--- src/rtl/sdram_rd_pkg.sv ---
package sdram_rd_pkg;
  localparam int ADDR_W = 14;

  // Encoded as {ras_n, cas_n, we_n}
  typedef enum logic [2:0] {
    CMD_NOP = 3'b111,
    CMD_ACT = 3'b011,
    CMD_RD  = 3'b101,
    CMD_PRE = 3'b010
  } cmd_e;

  typedef enum logic [1:0] {
    ST_IDLE     = 2'd0,
    ST_PRE_WAIT = 2'd1,
    ST_RCD_WAIT = 2'd2
  } seq_st_e;
endpackage

--- src/rtl/sdram_row_track.sv ---
module sdram_row_track #(
  parameter int ROW_W = 14
) (
  input  logic             clk,
  input  logic             rst_n,
  input  logic             act_fire,
  input  logic             pre_fire,
  input  logic [ROW_W-1:0] act_row,
  input  logic [ROW_W-1:0] cmp_row,
  output logic             row_open,
  output logic             row_hit
);
  logic [ROW_W-1:0] open_row_q;

  always_ff @(posedge clk or negedge rst_n) begin
    if (!rst_n) begin
      row_open   <= 1'b0;
      open_row_q <= '0;
    end else if (act_fire) begin
      row_open   <= 1'b1;
      open_row_q <= act_row;
    end else if (pre_fire) begin
      row_open   <= 1'b0;
    end
  end

  assign row_hit = row_open && (open_row_q == cmp_row);
endmodule

--- src/rtl/sdram_gap_timer.sv ---
module sdram_gap_timer #(
  parameter int TW = 4
) (
  input  logic          clk,
  input  logic          rst_n,
  input  logic          load,
  input  logic [TW-1:0] load_val,
  output logic          zero
);
  logic [TW-1:0] cnt_q;

  always_ff @(posedge clk or negedge rst_n) begin
    if (!rst_n)          cnt_q <= '0;
    else if (load)       cnt_q <= load_val;
    else if (cnt_q != 0) cnt_q <= cnt_q - 1'b1;
  end

  assign zero = (cnt_q == '0);
endmodule

--- src/rtl/sdram_rd_lat.sv ---
module sdram_rd_lat #(
  parameter int MAX_CL    = 4,
  parameter int BURST_LEN = 4
) (
  input  logic       clk,
  input  logic       rst_n,
  input  logic       rd_cmd,
  input  logic [2:0] cas_lat,
  output logic       rd_valid,
  output logic       rd_first
);
  localparam int BW = $clog2(BURST_LEN + 1);
  localparam logic [BW-1:0] BEATS_M1 = BW'(BURST_LEN - 1);
  localparam logic [2:0] CL_HI = 3'(MAX_CL);

  logic [MAX_CL:1] sh_q;
  logic [BW-1:0]   left_q;
  logic [2:0]      cl_eff;

  always_comb begin
    if (cas_lat < 3'd2)      cl_eff = 3'd2;
    else if (cas_lat > CL_HI) cl_eff = CL_HI;
    else                      cl_eff = cas_lat;
  end

  always_ff @(posedge clk or negedge rst_n) begin
    if (!rst_n) sh_q <= '0;
    else        sh_q <= {sh_q[MAX_CL-1:1], rd_cmd};
  end

  assign rd_first = sh_q[cl_eff];

  always_ff @(posedge clk or negedge rst_n) begin
    if (!rst_n)            left_q <= '0;
    else if (rd_first)     left_q <= BEATS_M1;
    else if (left_q != '0) left_q <= left_q - 1'b1;
  end

  assign rd_valid = rd_first || (left_q != '0);


  first_beat_leads_chk: assert property (@(posedge clk) disable iff (!rst_n)
    $rose(rd_valid) |-> rd_first);
endmodule

--- src/rtl/sdram_rd_seq.sv ---
module sdram_rd_seq
  import sdram_rd_pkg::*;
#(
  parameter int TW        = 4,
  parameter int MAX_CL    = 4,
  parameter int BURST_LEN = 4
) (
  input  logic              clk,
  input  logic              rst_n,
  input  logic [TW-1:0]     t_rp,
  input  logic [TW-1:0]     t_rcd,
  input  logic [2:0]        cas_lat,
  input  logic              req_valid,
  output logic              req_ready,
  input  logic [ADDR_W-1:0] req_row,
  input  logic [ADDR_W-1:0] req_col,
  output logic              ras_n,
  output logic              cas_n,
  output logic              we_n,
  output logic [ADDR_W-1:0] addr,
  output logic              rd_valid,
  output logic              rd_first
);
  seq_st_e           st_q, st_d;
  cmd_e              cmd_q, cmd_d;
  logic [ADDR_W-1:0] addr_q, addr_d;
  logic [ADDR_W-1:0] row_q, col_q;
  logic              accept, row_open, row_hit, tmr_zero, tmr_load;
  logic [TW-1:0]     tmr_val, rp_ld, rcd_ld;

  assign req_ready = (st_q == ST_IDLE);
  assign accept    = req_valid && req_ready;
  assign rp_ld     = (t_rp  == '0) ? '0 : t_rp  - 1'b1;
  assign rcd_ld    = (t_rcd == '0) ? '0 : t_rcd - 1'b1;

  sdram_row_track #(.ROW_W(ADDR_W)) u_track (
    .clk(clk), .rst_n(rst_n),
    .act_fire(cmd_d == CMD_ACT), .pre_fire(cmd_d == CMD_PRE),
    .act_row(addr_d), .cmp_row(req_row),
    .row_open(row_open), .row_hit(row_hit)
  );

  sdram_gap_timer #(.TW(TW)) u_timer (
    .clk(clk), .rst_n(rst_n), .load(tmr_load), .load_val(tmr_val), .zero(tmr_zero)
  );

  always_comb begin
    st_d     = st_q;
    cmd_d    = CMD_NOP;
    addr_d   = '0;
    tmr_load = 1'b0;
    tmr_val  = rcd_ld;
    unique case (st_q)
      ST_IDLE: if (accept) begin
        if (row_hit) begin
          cmd_d  = CMD_RD;
          addr_d = req_col;
        end else if (row_open) begin
          cmd_d    = CMD_PRE;
          st_d     = ST_PRE_WAIT;
          tmr_load = 1'b1;
          tmr_val  = rp_ld;
        end else begin
          cmd_d    = CMD_ACT;
          addr_d   = req_row;
          st_d     = ST_RCD_WAIT;
          tmr_load = 1'b1;
        end
      end
      ST_PRE_WAIT: if (tmr_zero) begin
        cmd_d    = CMD_ACT;
        addr_d   = row_q;
        st_d     = ST_RCD_WAIT;
        tmr_load = 1'b1;
      end
      ST_RCD_WAIT: if (tmr_zero) begin
        cmd_d  = CMD_RD;
        addr_d = col_q;
        st_d   = ST_IDLE;
      end
      default: st_d = ST_IDLE;
    endcase
  end

  always_ff @(posedge clk or negedge rst_n) begin
    if (!rst_n) begin
      st_q   <= ST_IDLE;
      cmd_q  <= CMD_NOP;
      addr_q <= '0;
      row_q  <= '0;
      col_q  <= '0;
    end else begin
      st_q   <= st_d;
      cmd_q  <= cmd_d;
      addr_q <= addr_d;
      if (accept) begin
        row_q <= req_row;
        col_q <= req_col;
      end
    end
  end

  assign {ras_n, cas_n, we_n} = cmd_q;
  assign addr = addr_q;

  sdram_rd_lat #(.MAX_CL(MAX_CL), .BURST_LEN(BURST_LEN)) u_lat (
    .clk(clk), .rst_n(rst_n), .rd_cmd(cmd_q == CMD_RD), .cas_lat(cas_lat),
    .rd_valid(rd_valid), .rd_first(rd_first)
  );


  hit_reads_next_chk: assert property (@(posedge clk) disable iff (!rst_n)
    (accept && row_hit) |=> (cmd_q == CMD_RD));

  closed_row_no_pre_chk: assert property (@(posedge clk) disable iff (!rst_n)
    (accept && !row_open) |=> (cmd_q == CMD_ACT));

  pre_then_act_chk: assert property (@(posedge clk) disable iff (!rst_n)
    (cmd_q == CMD_PRE) |=> (cmd_q == CMD_NOP || cmd_q == CMD_ACT));

  busy_not_ready_chk: assert property (@(posedge clk) disable iff (!rst_n)
    (cmd_q == CMD_PRE || cmd_q == CMD_ACT) |-> !req_ready);
endmodule

--- config.mk ---
export PLATFORM = sky130hd
export DESIGN_NAME = sdram_rd_seq
export DESIGN_NICKNAME = d
export VERILOG_FILES = /design/src/rtl/sdram_rd_pkg.sv /design/src/rtl/sdram_row_track.sv /design/src/rtl/sdram_gap_timer.sv /design/src/rtl/sdram_rd_lat.sv /design/src/rtl/sdram_rd_seq.sv
export SDC_FILE = /design/constraint.sdc
export NUM_CORES = 1
export LEC_CHECK = 0
export BUFFER_PORTS_ARGS = -buffer_cell sky130_fd_sc_hd__buf_2
export CAP_MARGIN = 15
export CORE_ASPECT_RATIO = 0.5
export CORE_UTILIZATION = 46
export CTS_CLUSTER_SIZE = 40
export DETAILED_ROUTE_END_ITERATION = 12
export PLACE_DENSITY = 0.72
export SLEW_MARGIN = 25
export SYNTH_ARGS = -nofsm -noshare
export SYNTH_HDL_FRONTEND = slang
export SYNTH_HIERARCHICAL = 1
export SYNTH_SLANG_ARGS = --single-unit
--- constraint.sdc ---
create_clock -name clk -period 5.55 [get_ports clk]
set_clock_uncertainty 0.1 [all_clocks]
set_input_delay 1.11 -clock clk [delete_from_list [all_inputs] [get_ports clk]]
set_output_delay 1.11 -clock clk [all_outputs]
set_load 0.005 [all_outputs]
==> impl_results.md, run 1 <==
- Hold Fails Final Rpt: 0
- WP buf/inv: 1
- Vias in the first global route: 2562
- Pwr/cell area: 563 mW/mm^2
- PostCTS Resize Cnt: 0
- Gr ovfl total: 0
- Die H: 64.7 um
- CTS Buf Count: 9
- First-pass GRT wire length: 12500 um
- Top post-synthesis cells by count: 70 x dfrtp_1, 35 x mux2_2, 22 x nor2_1
- Mux contribution to synthesized area: 16.3%
- Max VDD drop: 0.252 mV
- Io pins: 62
- Crit-path leading delay family: simple AND/OR/NAND/NOR gates
- HPWL after detailed placement: 5050 um
- Register bit total from synthesis: 73
- CP Launch Type: input port
- Syn_area_per_cell: 12.7 um^2
- First drt pass iteration count: 4
- Flop pwr share: 38.9%
- Slew Limit Fails: 0
- Critical Path RT: 5.72 ns
- Nature of the critical path endpoint: flip-flop
- Drt drc: 0
- Post-CTS Setup Bufs: 0
- Global Route Usage Sum: 20.3%
- Fillers: 639
- Drt total wl: 7620 um
- Post-layout nets: 394
- Synth Area in Simple Gates: 10.8%
- Finished Cell Area: 0.00422 mm^2
- Clock-pin slew on the worst setup and hold paths: 0.05 ns
- Clock Power Share: 23.0%
- Core footprint: 0.00746 mm^2
- Cell Area, Placed: 0.00394 mm^2
- Htree depth: 3
- Total net switching power: 0.000783 W
- Critical path's slowest cell: nor3b_4
- Min Tclk post-route: 3.35 ns
- GPL Wtd Cong: 0.803
- Synth warnings: 6
- Slew HR: 33.5%
- Asr flop ratio synth: 100%
- Synthesized area: 0.00362 mm^2
- Synth top area cells: dfrtp_1 48%, mux2_2 11%, a221o_1 4.1%
- Antenna Nets Post-Route: 0
- Max Clk Rate: 299 MHz
- Critical path class: in2reg
- Synth Area in XOR/XNOR: 3.87%
- Initial Util: 48.6%
- Final worst-path cycle share: 60.3%
- Clock root cell: clkbuf_16
- Vias per cell: 5.36
- Vias post-DR: 2448
- Largest family of logic cells by synthesized area: multiplexers
- Crit path arrival time: 3.52 ns
- Yosys top cell by area: dfrtp_1
- Post-synth EDFFs: 0
- Adder-cell share of the synthesized area: 2.42%
- Area growth from synthesis to layout: 16.4%
- Synth Instances: 286
- Routed WL per cell: 16.7 um
- Crit path cell chain: buf_2 > xnor2_1 > nand4_1 > nor4_2 > nor3b_4 > a221o_1 > mux2_4
- Net Count, Synth: 335
- Clock buffer depth: 2
- IO buf count: 61
- DIE AREA: 0.00825 mm^2
- Clock sink count: 73
- Diodes inserted: 0
- Synth Area in Compound Gates: 11.3%
- Hold crit path type: reg2reg
- Die width: 127 um
- Logic gate share of total power: 38.1%
- Initial DRC count: 202
- Std-Cell Rows: 22
- Yosys cell types: 48
- Post-synth top area share: 48.4%
- Max-cap violations: 0
- Total negative slack: 0 ns
- Final-report setup violation count: 0
- Predominant post-synthesis flop cell: dfrtp_1
- Worst Tran Pin Value: 0.991 ns
- Initial antenna violation count: 0
- Static Leak: 1.92 nW
- Sequential share of the synthesized area: 50.5%
- Cts hold-fix bufs: 0
- Largest net degree at the start of global routing: 52
- Worst-path maximum fanout: 14
- Status: complete, no violations
- Most frequent cell after synthesis: dfrtp_1
- Sw frac: 33.0%
- Share of cells above drive strength 1: 38.4%
- Internal power: 0.00159 W
- RSZ-0062 raised after global routing: false
- Crit-path max cell delay: 0.79 ns
- CTS tree: yes
- Later-pin clock latency in the skew report: 0.33 ns
## logic make-up after synthesis
group | after synthesis
flops | 73
compound gates | 49
mux | 50
buf+inv | 24
fa+ha+maj | 7
simple gates | 67
xor+xnor | 16
## registers in the layout, indices dropped and copies added (netlist names)
name and cells:
addr 14, cmd_q 3, col_q 14, row_q 14, st_q 2, u_lat/left_q 3
u_lat/sh_q 4, u_timer/cnt_q 4, u_track/open_row_q 14, u_track/row_open 1
## path summary, 6_finish.rpt
kind / from / endpoint / slack, ns / cells after the start
setup reg to reg: st_q[1] / u_track/open_row_q[12] / 2.72 / 7
max in group asynchronous: rst_n / u_track/open_row_q[10] / 3.68 / 2
hold / removal: u_lat/sh_q[1] / u_lat/sh_q[2] / 0.26 / 0
min in group asynchronous: rst_n / st_q[1] / 0.65 / 1
setup / recovery: req_row[1] / u_track/open_row_q[8] / 2.20 / 7
hold reg to reg: u_lat/sh_q[1] / u_lat/sh_q[2] / 0.26 / 0
## per-layer routing
layer | vias to the layer above | GRT usage, % | share of wire [%]
met1 | 1231 | 24.9 | 46
met3 | 7 | 4.79 | 3.6
met2 | 56 | 35.0 | 49
li1 | 1154 | - | -
met4 | 0 | 8.33 | 1.2
met5 | - | 0 | 0
## cell usage in the layout, fill, tap and decap left out, types with 2 or more instances in the layout
master and instances:
inv_1 9, nand2_1 13, and2_1 2, xnor2_1 15
nand3_1 2, o21ai_0 7, nor4_2 2, mux2_2 35
mux2_4 9, nor3b_4 2, nor3_1 6, a2111o_1 2
mux2i_1 6, nor2b_1 4, a22oi_1 14, clkinv_2 3
buf_4 2, clkbuf_16 9, dfstp_2 3, clkbuf_1 2
ha_1 7, nand2b_1 3, nand4_1 3, a221o_1 15
buf_2 61, dfrtp_1 70, nor2_1 22
## power groups by stage
stage / registers, W / logic (W) / clock network [W]
2_1_floorplan: 0.000895 / 0.000748 / 0
3_5_place_dp: 0.000925 / 0.000906 / 0
5_1_grt: 0.000951 / 0.000996 / 0.000578
4_1_cts: 0.000920 / 0.000911 / 0.000556
6_report: 0.000923 / 0.000905 / 0.000545
3_3_place_gp: 0.000908 / 0.000869 / 0
## cell type report
cell class                 count  area [um^2]  share of cell area, %
inverter                       9         33.8                  0.801
timing repair buffer          63          320                   7.60
clock inverter                 4         45.0                   1.07
multi-input combinational    189         1620                   38.4
clock buffer                  11          233                   5.52
sequential                    73         1830                   43.4
tap                          108          135                   3.20
## per-stage QoR
stage	util [%]	setup slack, ns	instances	power (W)	hold slack [ns]
floorplan	-	2.51	286	0.00164	0.231
global placement	52.8	1.99	442	0.00178	0.238
detailed placement	52.8	1.93	442	0.00183	0.248
CTS	56.5	2.26	457	0.00239	0.257
global route	56.5	2.16	457	0.00253	0.267
finish	56.5	2.20	457	0.00237	0.256
Power figures use the tool's default switching activity.
==> inputs of run 2 (changes only) <==
==> constraint.sdc (replaced) <==
create_clock -name clk -period 3.5 [get_ports clk]
set_clock_uncertainty 0.1 [all_clocks]
set_input_delay 0.7 -clock clk [delete_from_list [all_inputs] [get_ports clk]]
set_output_delay 0.7 -clock clk [all_outputs]
set_load 0.005 [all_outputs]
==> impl_results.md, run 2 (same netlist as run 1, synthesis figures left out) <==
- Status: complete, no violations
- Slew Limit Fails: 0
- Antenna Nets Post-Route: 0
- CTS tree: yes
- Met1 GRT Util: 25.6%
- Initial Util: 48.6%
- Worst Tran Pin Value: 0.929 ns
- Share of cells above drive strength 1: 39.2%
- Clock sink count: 73
- Fin cells: 460
- Pwr/cell area: 898 mW/mm^2
- PostCTS Resize Cnt: 0
- Top Usage Layer GRT: met2
- Die H: 64.7 um
- Initial DRC count: 206
- Vias in the first global route: 2431
- Nature of the critical path endpoint: flip-flop
- Most frequent cells in the layout: 70 x dfrtp_1, 61 x buf_2, 35 x mux2_2, 22 x nor2_1
- Core footprint: 0.00746 mm^2
- Met2 Usage GRT: 32.9%
- Std-Cell Rows: 22
- Gr ovfl total: 0
- Hold Fails Final Rpt: 0
- Min Tclk post-route: 2.87 ns
- Power Total: 0.00384 W
- HPWL after detailed placement: 5160 um
- Global Route Usage Sum: 20.1%
- Max-cap violations: 0
- Commonest non-fill, non-tap cell in the layout: dfrtp_1
- Max VDD drop: 0.309 mV
- Crit path arrival time: 2.99 ns
- CP Launch Type: flip-flop
- Critical path class: reg2reg
- Drt drc: 0
- Fillers: 627
- Fin Hold WS: 0.250 ns
- Post-layout nets: 396
- CTS Buf Count: 9
- Hold crit path type: reg2reg
- Area growth from synthesis to layout: 18.0%
- Diodes inserted: 0
- Htree depth: 3
- Initial antenna violation count: 0
- DIE AREA: 0.00825 mm^2
- Max Clk Rate: 348 MHz
- Cts hold-fix bufs: 0
- Grt met3 use: 5.45%
- RSZ-0062 raised after global routing: false
- Die width: 127 um
- Final-report setup violation count: 0
- GPL Wtd Cong: 0.867
- Clock-pin slew on the worst setup and hold paths: 0.05 ns
- Routed WL per cell: 16.6 um
- Worst-path maximum fanout: 13
- First drt pass iteration count: 6
- Slew HR: 37.6%
- Critical Path RT: 3.61 ns
- Vias post-DR: 2499
- Total negative slack: 0 ns
- Clock buffer depth: 2
- Io pins: 62
- Drt total wl: 7650 um
- Largest net degree at the start of global routing: 74
- Static Leak: 1.95 nW
- Post-CTS Setup Bufs: 0
- IO buf count: 61
- Final worst-path cycle share: 82.1%
- First-pass GRT wire length: 12300 um
- Vias per cell: 5.43
- Clock root cell: clkbuf_16
- Later-pin clock latency in the skew report: 0.33 ns
- Dpl cells: 444
run 2: cell types whose count changed in the layout (fill, tap and decap cells not counted), sizes merged:
cell / delta
buf: +2
inv: +1
run 2: worst paths after layout:
path,from,to,slack [ns],depth (start not counted)
hold / removal,u_lat/sh_q[1],u_lat/sh_q[2],0.25,0
setup / recovery,u_timer/cnt_q[0],u_track/open_row_q[11],0.63,8
setup reg to reg,u_timer/cnt_q[0],u_track/open_row_q[11],0.63,8
min in group asynchronous,rst_n,u_timer/cnt_q[2],0.47,2
max in group asynchronous,rst_n,addr[5],2.23,2
hold reg to reg,u_lat/sh_q[1],u_lat/sh_q[2],0.25,0
run 2: final cells by class:
class	count	area, um^2	share of cell area (%)
Clock buffer	11	243	5.68
Tap cell	108	135	3.16
Sequential cell	73	1830	42.8
Multi-Input combinational cell	189	1620	37.9
Timing Repair Buffer	65	360	8.43
Inverter	9	33.8	0.790
Clock inverter	5	53.8	1.26
run 2: per-stage QoR:
step,cell area (um^2),util [%],setup slack [ns]
after floorplan,3620,-,0.869
after global placement,3980,53.3,0.597
after detailed placement,3980,53.3,0.460
after CTS,4280,57.3,0.649
after global routing,4280,57.3,0.478
final,4280,57.3,0.627
run 2: critical path, cell delays in order, from the launching register on:
cell and delay [ns]:
dfrtp_1 0.37, inv_1 0.09, ha_1 0.22, nor3b_4 0.46, mux2i_1 0.14, a2111o_1 0.43
nor2_1 0.37, buf_12 0.22, mux2_2 0.34
run 2: per-layer routing:
| metal | vias to the layer above | part of all wire, % |
|---|---|---|
| met3 | 11 | 5.8 |
| met4 | 0 | 1.3 |
| li1 | 1169 | - |
| met5 | - | 0 |
| met2 | 70 | 49 |
| met1 | 1249 | 44 |
run 2: report_power, final:
| group | leakage (nW) | internal (W) | total [W] | switching, W |
|---|---|---|---|---|
| registers | 0.918 | 0.00124 | 0.00145 | 0.000214 |
| clock network | 0.150 | 0.000569 | 0.000906 | 0.000337 |
| logic | 0.882 | 0.000760 | 0.00148 | 0.000719 |
| total | 1.95 | 0.00257 | 0.00384 | 0.00127 |
